## src/rtl/anpm_pkg.sv

```systemverilog
package anpm_pkg;
  localparam int unsigned CODE_W    = 4;
  localparam int unsigned FIELD_W   = 3;
  localparam int unsigned WORD_W    = 16;
  localparam int unsigned NUM_FLAGS = 2;
  // bit positions in the word (decoded by management software)
  localparam int unsigned FIELD_LSB = 11;
  localparam int unsigned RXL_BIT   = 10;
  localparam int unsigned PLL_BIT   = 9;
  localparam int unsigned DONE_BIT  = 4;

  typedef enum logic [CODE_W-1:0] {
    AN_IDLE      = 4'd0,
    AN_PAR_DET   = 4'd1,
    AN_PAR_FAIL  = 4'd2,
    AN_ABIL_OK   = 4'd3,
    AN_ACK_FAIL  = 4'd4,
    AN_ACK_OK    = 4'd5,
    AN_CONS_FAIL = 4'd6,
    AN_CONS_OK   = 4'd7,
    AN_DONE      = 4'd8
  } an_prog_e;

  function automatic an_prog_e clamp_code(input logic [CODE_W-1:0] c);
    if (c > AN_DONE) return AN_DONE;
    return an_prog_e'(c);
  endfunction
endpackage

```

## src/rtl/anpm_progress_track.sv

```systemverilog
module anpm_progress_track
  import anpm_pkg::*;
(
  input  logic              clk,
  input  logic              rst,
  input  logic              an_enable,
  input  logic [CODE_W-1:0] live_code,
  input  logic              rd_strobe,
  output an_prog_e          held_code
);
  an_prog_e live_sat;

  always_comb live_sat = clamp_code(live_code);

  always_ff @(posedge clk) begin
    if (rst)                   held_code <= AN_IDLE;
    else if (!an_enable)       held_code <= AN_IDLE;
    else if (rd_strobe)        held_code <= live_sat;
    else if (live_sat > held_code) held_code <= live_sat;
  end
endmodule

```

## src/rtl/anpm_sticky_flag.sv

```systemverilog
module anpm_sticky_flag (
  input  logic clk,
  input  logic rst,
  input  logic mode_100,
  input  logic evt,
  input  logic rd_strobe,
  output logic flag
);
  always_ff @(posedge clk) begin
    if (rst)            flag <= 1'b0;
    else if (!mode_100) flag <= 1'b0;
    else if (evt)       flag <= 1'b1;
    else if (rd_strobe) flag <= 1'b0;
  end
endmodule

```

## src/rtl/anpm_word_pack.sv

```systemverilog
module anpm_word_pack
  import anpm_pkg::*;
(
  input  an_prog_e               held_code,
  input  logic [NUM_FLAGS-1:0]   flags,
  input  logic                   mode_100,
  output logic [WORD_W-1:0]      word
);
  localparam logic [FIELD_W-1:0] FIELD_MAX = '1;
  logic [FIELD_W-1:0] field;

  always_comb begin
    if (held_code >= an_prog_e'(FIELD_MAX)) field = FIELD_MAX;
    else                                    field = held_code[FIELD_W-1:0];
    word = '0;
    word[FIELD_LSB +: FIELD_W] = field;
    word[DONE_BIT]             = (held_code == AN_DONE);
    word[RXL_BIT]              = flags[0] & mode_100;
    word[PLL_BIT]              = flags[1] & mode_100;
  end
endmodule

```

## src/rtl/anpm_status_reg.sv

```systemverilog
module anpm_status_reg
  import anpm_pkg::*;
(
  input  logic              clk,
  input  logic              rst,
  input  logic              an_enable,
  input  logic [CODE_W-1:0] an_state,
  input  logic              mode_100,
  input  logic              rx_lost_evt,
  input  logic              pll_err_evt,
  input  logic              rd_strobe,
  output logic [WORD_W-1:0] status_word
);
  an_prog_e             held_code;
  logic [NUM_FLAGS-1:0] evt_vec;
  logic [NUM_FLAGS-1:0] flags;

  assign evt_vec = {pll_err_evt, rx_lost_evt};

  anpm_progress_track u_track (
    .clk       (clk),
    .rst       (rst),
    .an_enable (an_enable),
    .live_code (an_state),
    .rd_strobe (rd_strobe),
    .held_code (held_code)
  );

  for (genvar i = 0; i < NUM_FLAGS; i++) begin : g_flag
    anpm_sticky_flag u_flag (
      .clk       (clk),
      .rst       (rst),
      .mode_100  (mode_100),
      .evt       (evt_vec[i]),
      .rd_strobe (rd_strobe),
      .flag      (flags[i])
    );
  end

  anpm_word_pack u_pack (
    .held_code (held_code),
    .flags     (flags),
    .mode_100  (mode_100),
    .word      (status_word)
  );
endmodule

```

## config.mk

```make
export PLATFORM = sky130hd
export DESIGN_NAME = anpm_status_reg
export DESIGN_NICKNAME = d
export VERILOG_FILES = /design/src/rtl/anpm_pkg.sv /design/src/rtl/anpm_progress_track.sv /design/src/rtl/anpm_sticky_flag.sv /design/src/rtl/anpm_word_pack.sv /design/src/rtl/anpm_status_reg.sv
export SDC_FILE = /design/constraint.sdc
export NUM_CORES = 1
export LEC_CHECK = 0
export BUFFER_PORTS_ARGS = -buffer_cell sky130_fd_sc_hd__buf_2
export CORE_AREA = 2 2 39 41
export CTS_BUF_LIST = sky130_fd_sc_hd__clkbuf_2 sky130_fd_sc_hd__clkbuf_4 sky130_fd_sc_hd__clkbuf_8
export DETAILED_ROUTE_END_ITERATION = 16
export DIE_AREA = 0 0 41 43
export PLACE_DENSITY = 0.68
export SETUP_SLACK_MARGIN = 0.02
export SYNTH_ARGS = -nofsm -noshare
export SYNTH_HDL_FRONTEND = slang
export SYNTH_SLANG_ARGS = --single-unit
```

## constraint.sdc

```tcl
create_clock -name clk -period 3 [get_ports clk]
set_input_delay 0.6 -clock clk [delete_from_list [all_inputs] [get_ports clk]]
set_output_delay 0.6 -clock clk [all_outputs]
set_load 0.01 [all_outputs]
```

==> run metrics, run 1 <==
slowest stage delay, CP=0.28 ns; core area=0.00138 mm2; fraction of layout cells with a size suffix above 1=30.3%; buffer count from post-CTS setup fixing=0; unrepaired setup endpoints after global routing=no; Primary FF master, synth=dfxtp_1; grt total ovfl=0; setup_tns=0 ns; pre-CTS WS=0.892 ns; max_slew headroom=66.3%; Yosys reg bits=6; crit path kind=in2reg; max-slew violations=0; Synth top area share=24.9%; clk slew on worst S/H paths=about 0.04 ns; Max Cap Violations=0; global placement routability congestion=0.751; Top Ports=27; CTS root buffer=clkbuf_4; fin worst setup slack=1.15 ns; outcome=complete, no violations; Total Power=0.000209 W; Hold Path Class=reg2reg; Num Clock Sinks=6; Vias=398; Sequential Power Share=40.8%; Post-CTS Hold Buffers=0; Core Util, Final=40.4%; Clock power frac=33.6%; crit-path cells=buf_2 -> nor2b_1 -> ha_1 -> nor2b_4 -> o2111a_2 -> nor3_4 -> mux2i_1; via density per instance=between 4 and 5; number of flops mapped to enable cells by yosys=0; nets@finish=93; port bufs=16; detailed-route wire length=791 um; Int Pwr=0.000152 W; Rows=14; CTS Buf Count=3; setup violators final=0; CTS tree=yes; VDD IR max=0.188 mV; die area=0.00176 mm2; period utilisation layout=between 60 and 70%; Cells after Synth=59; M1 WL=339 um; crit path max fanout=5; Pleak=between 0.2 and 0.3 nW; synth-to-layout area growth=16.1%; top routing layer used=met4; Critical Path AT=roughly 2.0 ns; CP Capture Type=register; global-route wire length before repair=1280 um; met3 wire length=56 um; Tmin final=1.85 ns; average size of a mapped cell=8.16 um2; met2 WL=382 um; initial core utilization=34.8%; synth top area cells=dfxtp_1 25%, buf_4 16%, ha_1 10%; Slowest-stage cell, CP=ha_1; switching pwr=0.0000565 W; Comb pwr share=25.5%; Total GRT Usage=10.9%; synth warn=0; Avg WL per Cell=about 8.6 um; DRC=0; number of H-tree levels=1; Worst Tran Pin Value=between 0.5 and 0.6 ns; Async S/R FF share, synth=0%; most frequent cells after synthesis=10 x buf_4, 10 x nand2_1, 6 x dfxtp_1; Die Ht=43 um; Die W=41 um; fmax=540 MHz; switch share=27.1%; Data required, critical path=3.16 ns; vias in the first global route=336; startpoint types=primary input; Iter 0 DRT Violations=2; Mapped Area=roughly 480 um2; post-route ant nets=0; Power Density=about 370 mW/mm2; Max Buffers Root-to-Sink=2; initial antenna violation count=0; post-CTS resize count=0; Clock Latency Late Sink=0.24 ns; Final Hold Vio Count=0; library cells used by synthesis=19; drt first pass iters=2; # diodes=0; leading area contributor after synthesis=dfxtp_1; largest net degree at the start of global routing=9; register area share after synthesis=24.9%; Layout Skew=roughly 0.0029 ns
[through the flow]
step / cells / cell area, um2 / hold WS (ns)
finish: 92 / 559 / 0.480
global route: 92 / 559 / 0.510
CTS: 92 / 559 / 0.480
detailed placement: 89 / 537 / 0.472
global placement: 89 / 537 / 0.461
floorplan: 68 / 515 / 0.443
[critical path: cells and delay by family]
kind            cells  cell delay, ns
mux                 1            0.22
buf+inv             1            0.13
compound gates      1            0.25
fa+ha+maj           1            0.28
simple gates        3            0.53
[cell type report]
cell class | instances | area (um2)
fill | 150 | 825
multi-input combinational | 47 | 302
sequential | 6 | 120
timing repair buffer | 16 | 80.1
clock buffer | 3 | 22.5
tap | 16 | 20.0
inverter | 4 | 15.0
[kinds of logic (layout without fill, tap and decap cells)]
kind of cell	after synthesis	in the layout	synth area share, %
simple gates	24	24	28.6
fa+ha+maj	4	4	10.4
flops	6	6	24.9
mux	4	4	8.31
other cells	1	10	0.778
compound gates	5	5	7.53
buf+inv	15	23	19.5
[layer usage]
| metal | up-vias | GRT usage (%) |
|---|---|---|
| met5 | - | 0 |
| met4 | 0 | 8.00 |
| met3 | 2 | 1.57 |
| met2 | 16 | 15.3 |
| met1 | 171 | 14.2 |
| li1 | 209 | - |
[sequential cells by signal, summed over array words and instances, names as in the netlist]
register            count
g_flag.u_flag.flag      2
u_track.held_code       4
[power by group through the flow]
stage / Clock, W / Sequential (W) / Combinational, W
detailed placement: 0 / 0.0000866 / 0.0000538
finish: 0.0000701 / 0.0000852 / 0.0000533
floorplan: 0 / 0.0000860 / 0.0000475
CTS: 0.0000729 / 0.0000852 / 0.0000538
global placement: 0 / 0.0000865 / 0.0000530
global route: 0.0000743 / 0.0000859 / 0.0000607
[worst paths after layout]
check / from / to / slack [ns] / cells past startpoint
max reg2reg: u_track.held_code[1] / u_track.held_code[3] / 1.36 / 6
min reg2reg: u_track.held_code[1] / u_track.held_code[1] / 0.48 / 2
min: u_track.held_code[1] / u_track.held_code[1] / 0.48 / 2
max: an_state[3] / u_track.held_code[3] / 1.15 / 7
[cell usage in the layout (no fill, tap or decap)]
master,netlist,final
and2_1,2,2
nor3_4,1,1
o2111a_2,1,1
a21oi_1,3,3
ha_1,4,4
mux2i_1,4,4
nor2_1,2,2
nor2b_4,1,1
nor2b_1,3,3
conb_1,1,10
inv_1,4,4
nor4_1,1,1
dfxtp_1,6,6
buf_2,0,16
nand2b_1,3,3
clkbuf_4,0,3
nand2_1,10,10
or2_2,1,1
a41oi_1,1,1
Power figures use the tool's default switching activity.
==> run 2, diff against run 1 <==
Clock period 3 ns to 1.9 ns, I/O delays scaled along.
==> run metrics, run 2 (synthesized netlist as in run 1, its figures left out) <==
slowest stage delay, CP=roughly 0.28 ns; startpoint types=primary input; most common cell after layout, fill and taps aside=buf_2; Num Clock Sinks=6; CTS Buf Count=3; reg2reg path depth=6; # diodes=0; CP startpoint=an_state[3]; Post-CTS Hold Buffers=0; Pleak=around 0.3 nW; max reg flops=4; die area=~0.0018 mm2; largest net degree at the start of global routing=9; design area=567 um2; Max Buffers Root-to-Sink=2; Power Density=~600 mW/mm2; Tmin final=about 1.7 ns; hold path depth=3; clk slew on worst S/H paths=0.04 ns; grt total ovfl=0; Total GRT Usage=around an eighth; initial core utilization=34.8%; CP bufs+invs=1; Hold Crit Start=rx_lost_evt; Max Cap Violations=0; outcome=complete, no violations; buffer count from post-CTS setup fixing=0; port bufs=16; vias in the first global route=approximately 330; initial antenna violation count=0; Avg WL per Cell=8.73 um; register area=~120 um2; cell family with most CP delay=simple AND/OR/NAND/NOR gates; Iter 0 DRT Violations=3; via density per instance=4.24; unrepaired setup endpoints after global routing=no; DRC=0; CTS tree=yes; nets@finish=94; Top Ports=27; setup violators final=0; most frequent cells in the layout=16 x buf_2, 10 x nand2_1, 10 x conb_1; CP Depth=7; synth-to-layout area growth=17.7%; fraction of layout cells with a size suffix above 1=31.2%; number of H-tree levels=1; reg2reg start=u_track.held_code[1]; VDD IR max=0.299 mV; pre-CTS WS=-0.00937 ns; post-route ant nets=0; Largest regs=u_track.held_code (4), g_flag.u_flag.flag (2); Critical Path AT=1.82 ns; Final Hold Vio Count=0; max-slew violations=0; Die Ht=around 43 um; Post-Layout Cell Count=just over 90; Reg with most FFs=u_track.held_code; crit path max fanout=5; Final Hold Slack=0.346 ns; core area=0.00138 mm2; global-route wire length before repair=1290 um; hpwl dp=roughly 700 um; Clock Latency Late Sink=0.25 ns; CTS root buffer=clkbuf_4; Rows=14; global placement routability congestion=0.717; Total Power=0.000338 W; Hold Path Class=in2reg; Area after DPL=544 um2; Vias=394; placed insts=90; fmax=606 MHz; fin worst setup slack=0.249 ns; Slowest-stage cell, CP=ha_1; period utilisation layout=86.9%; fillers=145; detailed-route wire length=812 um; Data required, critical path=2.07 ns; crit-path cells=buf_2 -> nor2b_1 -> ha_1 -> nor2b_4 -> o2111a_2 -> nor3_4 -> mux2i_1; Die W=a little over 40 um; crit path kind=in2reg; Layout Skew=0.00416 ns; drt first pass iters=3; CP Capture Type=register; area of the multi-input gates=302 um2; post-CTS resize count=0
[run 2: changes by cell type in the layout (fill, tap and decap cells not counted), sizes merged]
cell,before,now
buf,16,17
[run 2: path summary, 6_finish.rpt]
kind | endpoint | slack [ns]
hold reg to reg | u_track.held_code[1] | 0.48
hold / removal | g_flag[0].u_flag.flag | 0.35
setup reg to reg | u_track.held_code[0] | 0.26
setup / recovery | u_track.held_code[0] | 0.25
[run 2: area by class of cell]
class,instances,share of cell area [%]
sequential,6,21.2
timing repair buffer,17,15.5
inverter,4,2.65
multi-input combinational,47,53.2
tap,16,3.53
clock buffer,3,3.97
[run 2: where the power goes]
group,switching (W),internal [W]
clock network,0.0000463,0.0000714
registers,0.00000338,0.000131
logic,0.0000462,0.0000397
total,0.0000959,0.000243
[run 2: per-layer routing]
layer  up-vias  wire (um)  GRT usage [%]
li1        207          -              -
met1       163        333           13.6
met2        19        376           15.6
met3         5         57           1.57
met4         0         45           14.0
met5         -          0              0
[run 2: through the flow]
stage,TNS (ns),util [%]
detailed placement,-0.00937,39.3
floorplan,0,-
finish,0,41.0
global route,0,41.0
CTS,0,41.0
global placement,0,39.3
[run 2: tightest hold or removal path: stages]
cell	delay, ns
buf_2	0.08
a21oi_1	0.03
nor2_1	0.07
==> run 3, diff against run 2 <==
Settings changed: RECOVER_POWER set to 50.
==> run metrics, run 3 (synthesized netlist as in run 1, its figures left out) <==
fillers=roughly 150; Tmin final=1.65 ns; CP bufs+invs=1; Max Buffers Root-to-Sink=2; Hold Path Class=in2reg; startpoint types=primary input; switch share=about 28%; die area=0.00176 mm2; Rows=14; Clock Latency Late Sink=~0.25 ns; synth-to-layout area growth=16.4%; Top Ports=27; slowest stage delay, CP=0.28 ns; Total GRT Usage=11.7%; global placement routability congestion=0.717; CP Depth=7; clk slew on worst S/H paths=0.04 ns; detailed-route wire length=811 um; period utilisation layout=86.9%; outcome=complete, no violations; crit-path cells=buf_2 -> nor2b_1 -> ha_1 -> nor2b_4 -> o2111a_2 -> nor3_4 -> mux2i_1; cell family with most CP delay=simple AND/OR/NAND/NOR gates; Critical Path AT=1.82 ns; Clock power frac=a little over a third; largest net degree at the start of global routing=9; CTS root buffer=clkbuf_4; Iter 0 DRT Violations=3; DRC=0; Post-Layout Cell Count=a little over 90; core area=0.00138 mm2; setup violators final=0; Int Pwr=around 0.00024 W; VDD IR max=0.299 mV; Largest regs=u_track.held_code (4), g_flag.u_flag.flag (2); Max Cap Violations=0; number of H-tree levels=1; vias in the first global route=332; grt total ovfl=0; Pleak=0.278 nW; Layout Skew=approximately 0.0042 ns; Worst R2R Setup Slack=0.26 ns; Post-CTS Hold Buffers=0; Num Clock Sinks=6; Die Ht=43 um; Sequential Power Share=40.0%; initial antenna violation count=0; Slowest-stage cell, CP=ha_1; crit path max fanout=5; most common cell after layout, fill and taps aside=buf_2; pre-CTS WS=-0.00937 ns; unrepaired setup endpoints after global routing=no; most frequent cells in the layout=11 x buf_2, 10 x nand2_1, 10 x conb_1; post-route ant nets=0; fin worst setup slack=0.249 ns; via density per instance=4.24; CTS Buf Count=3; Final Hold Vio Count=0; nets@finish=94; Avg WL per Cell=8.72 um; CTS tree=yes; Die W=41 um; reg2reg path depth=6; initial core utilization=34.8%; post-CTS resize count=0; hold path depth=3; Reg with most FFs=u_track.held_code; placed insts=90; global-route wire length before repair=1290 um; area of the multi-input gates=~300 um2; crit path kind=in2reg; # diodes=0; fraction of layout cells with a size suffix above 1=24.7%; drt first pass iters=3; switching pwr=about 0.000096 W; max reg flops=4; fmax=606 MHz; Comb pwr share=25.1%; register area=about 120 um2; buffer count from post-CTS setup fixing=0; Power Density=601 mW/mm2; port bufs=16; Core Util, Final=40.5%; Data required, critical path=2.07 ns; hpwl dp=701 um; CP Capture Type=register; Vias=394; max-slew violations=0
run 3: cell type report:
| class | instances | area share [%] |
|---|---|---|
| clock buffer | 3 | 4.02 |
| sequential | 6 | 21.4 |
| multi-input combinational | 47 | 53.8 |
| tap | 16 | 3.57 |
| timing repair buffer | 17 | 14.5 |
| inverter | 4 | 2.68 |
run 3: power groups by stage:
stage | Sequential (W) | Clock, W | Combinational (W)
floorplan | 0.000136 | 0 | 0.0000749
global placement | 0.000137 | 0 | 0.0000850
detailed placement | 0.000137 | 0 | 0.0000865
CTS | 0.000135 | 0.000125 | 0.0000868
global route | 0.000135 | 0.000126 | 0.0000944
finish | 0.000135 | 0.000118 | 0.0000845
run 3: through the flow:
stage	area (um2)	hold WS [ns]	TNS, ns	total power (W)
final	561	0.346	0	0.000337
after global routing	561	0.358	0	0.000356
after CTS	567	0.337	0	0.000346
after detailed placement	544	0.475	-0.00937	0.000224
after global placement	544	0.465	0	0.000222
after floorplan	515	0.443	0	0.000211
run 3: path summary, 6_finish.rpt:
path | start | to
min | rx_lost_evt | g_flag[0].u_flag.flag
max | an_state[3] | u_track.held_code[0]
min reg2reg | u_track.held_code[1] | u_track.held_code[1]
max reg2reg | u_track.held_code[1] | u_track.held_code[0]
run 3: worst reg2reg max path, cell delays in order, from the launching register on:
cell and delay [ns]:
dfxtp_1 0.34, inv_1 0.06, ha_1 0.31, nor2b_4 0.13, o2111a_2 0.25, nor3_4 0.25
mux2i_1 0.22
run 3: per-layer routing:
metal	vias to the layer above	GRT usage, %	share of wire [%]
met5	-	0	0
met4	0	14.0	5.5
met3	5	1.57	7.0
met2	19	15.6	46
met1	163	13.6	41
li1	207	-	-
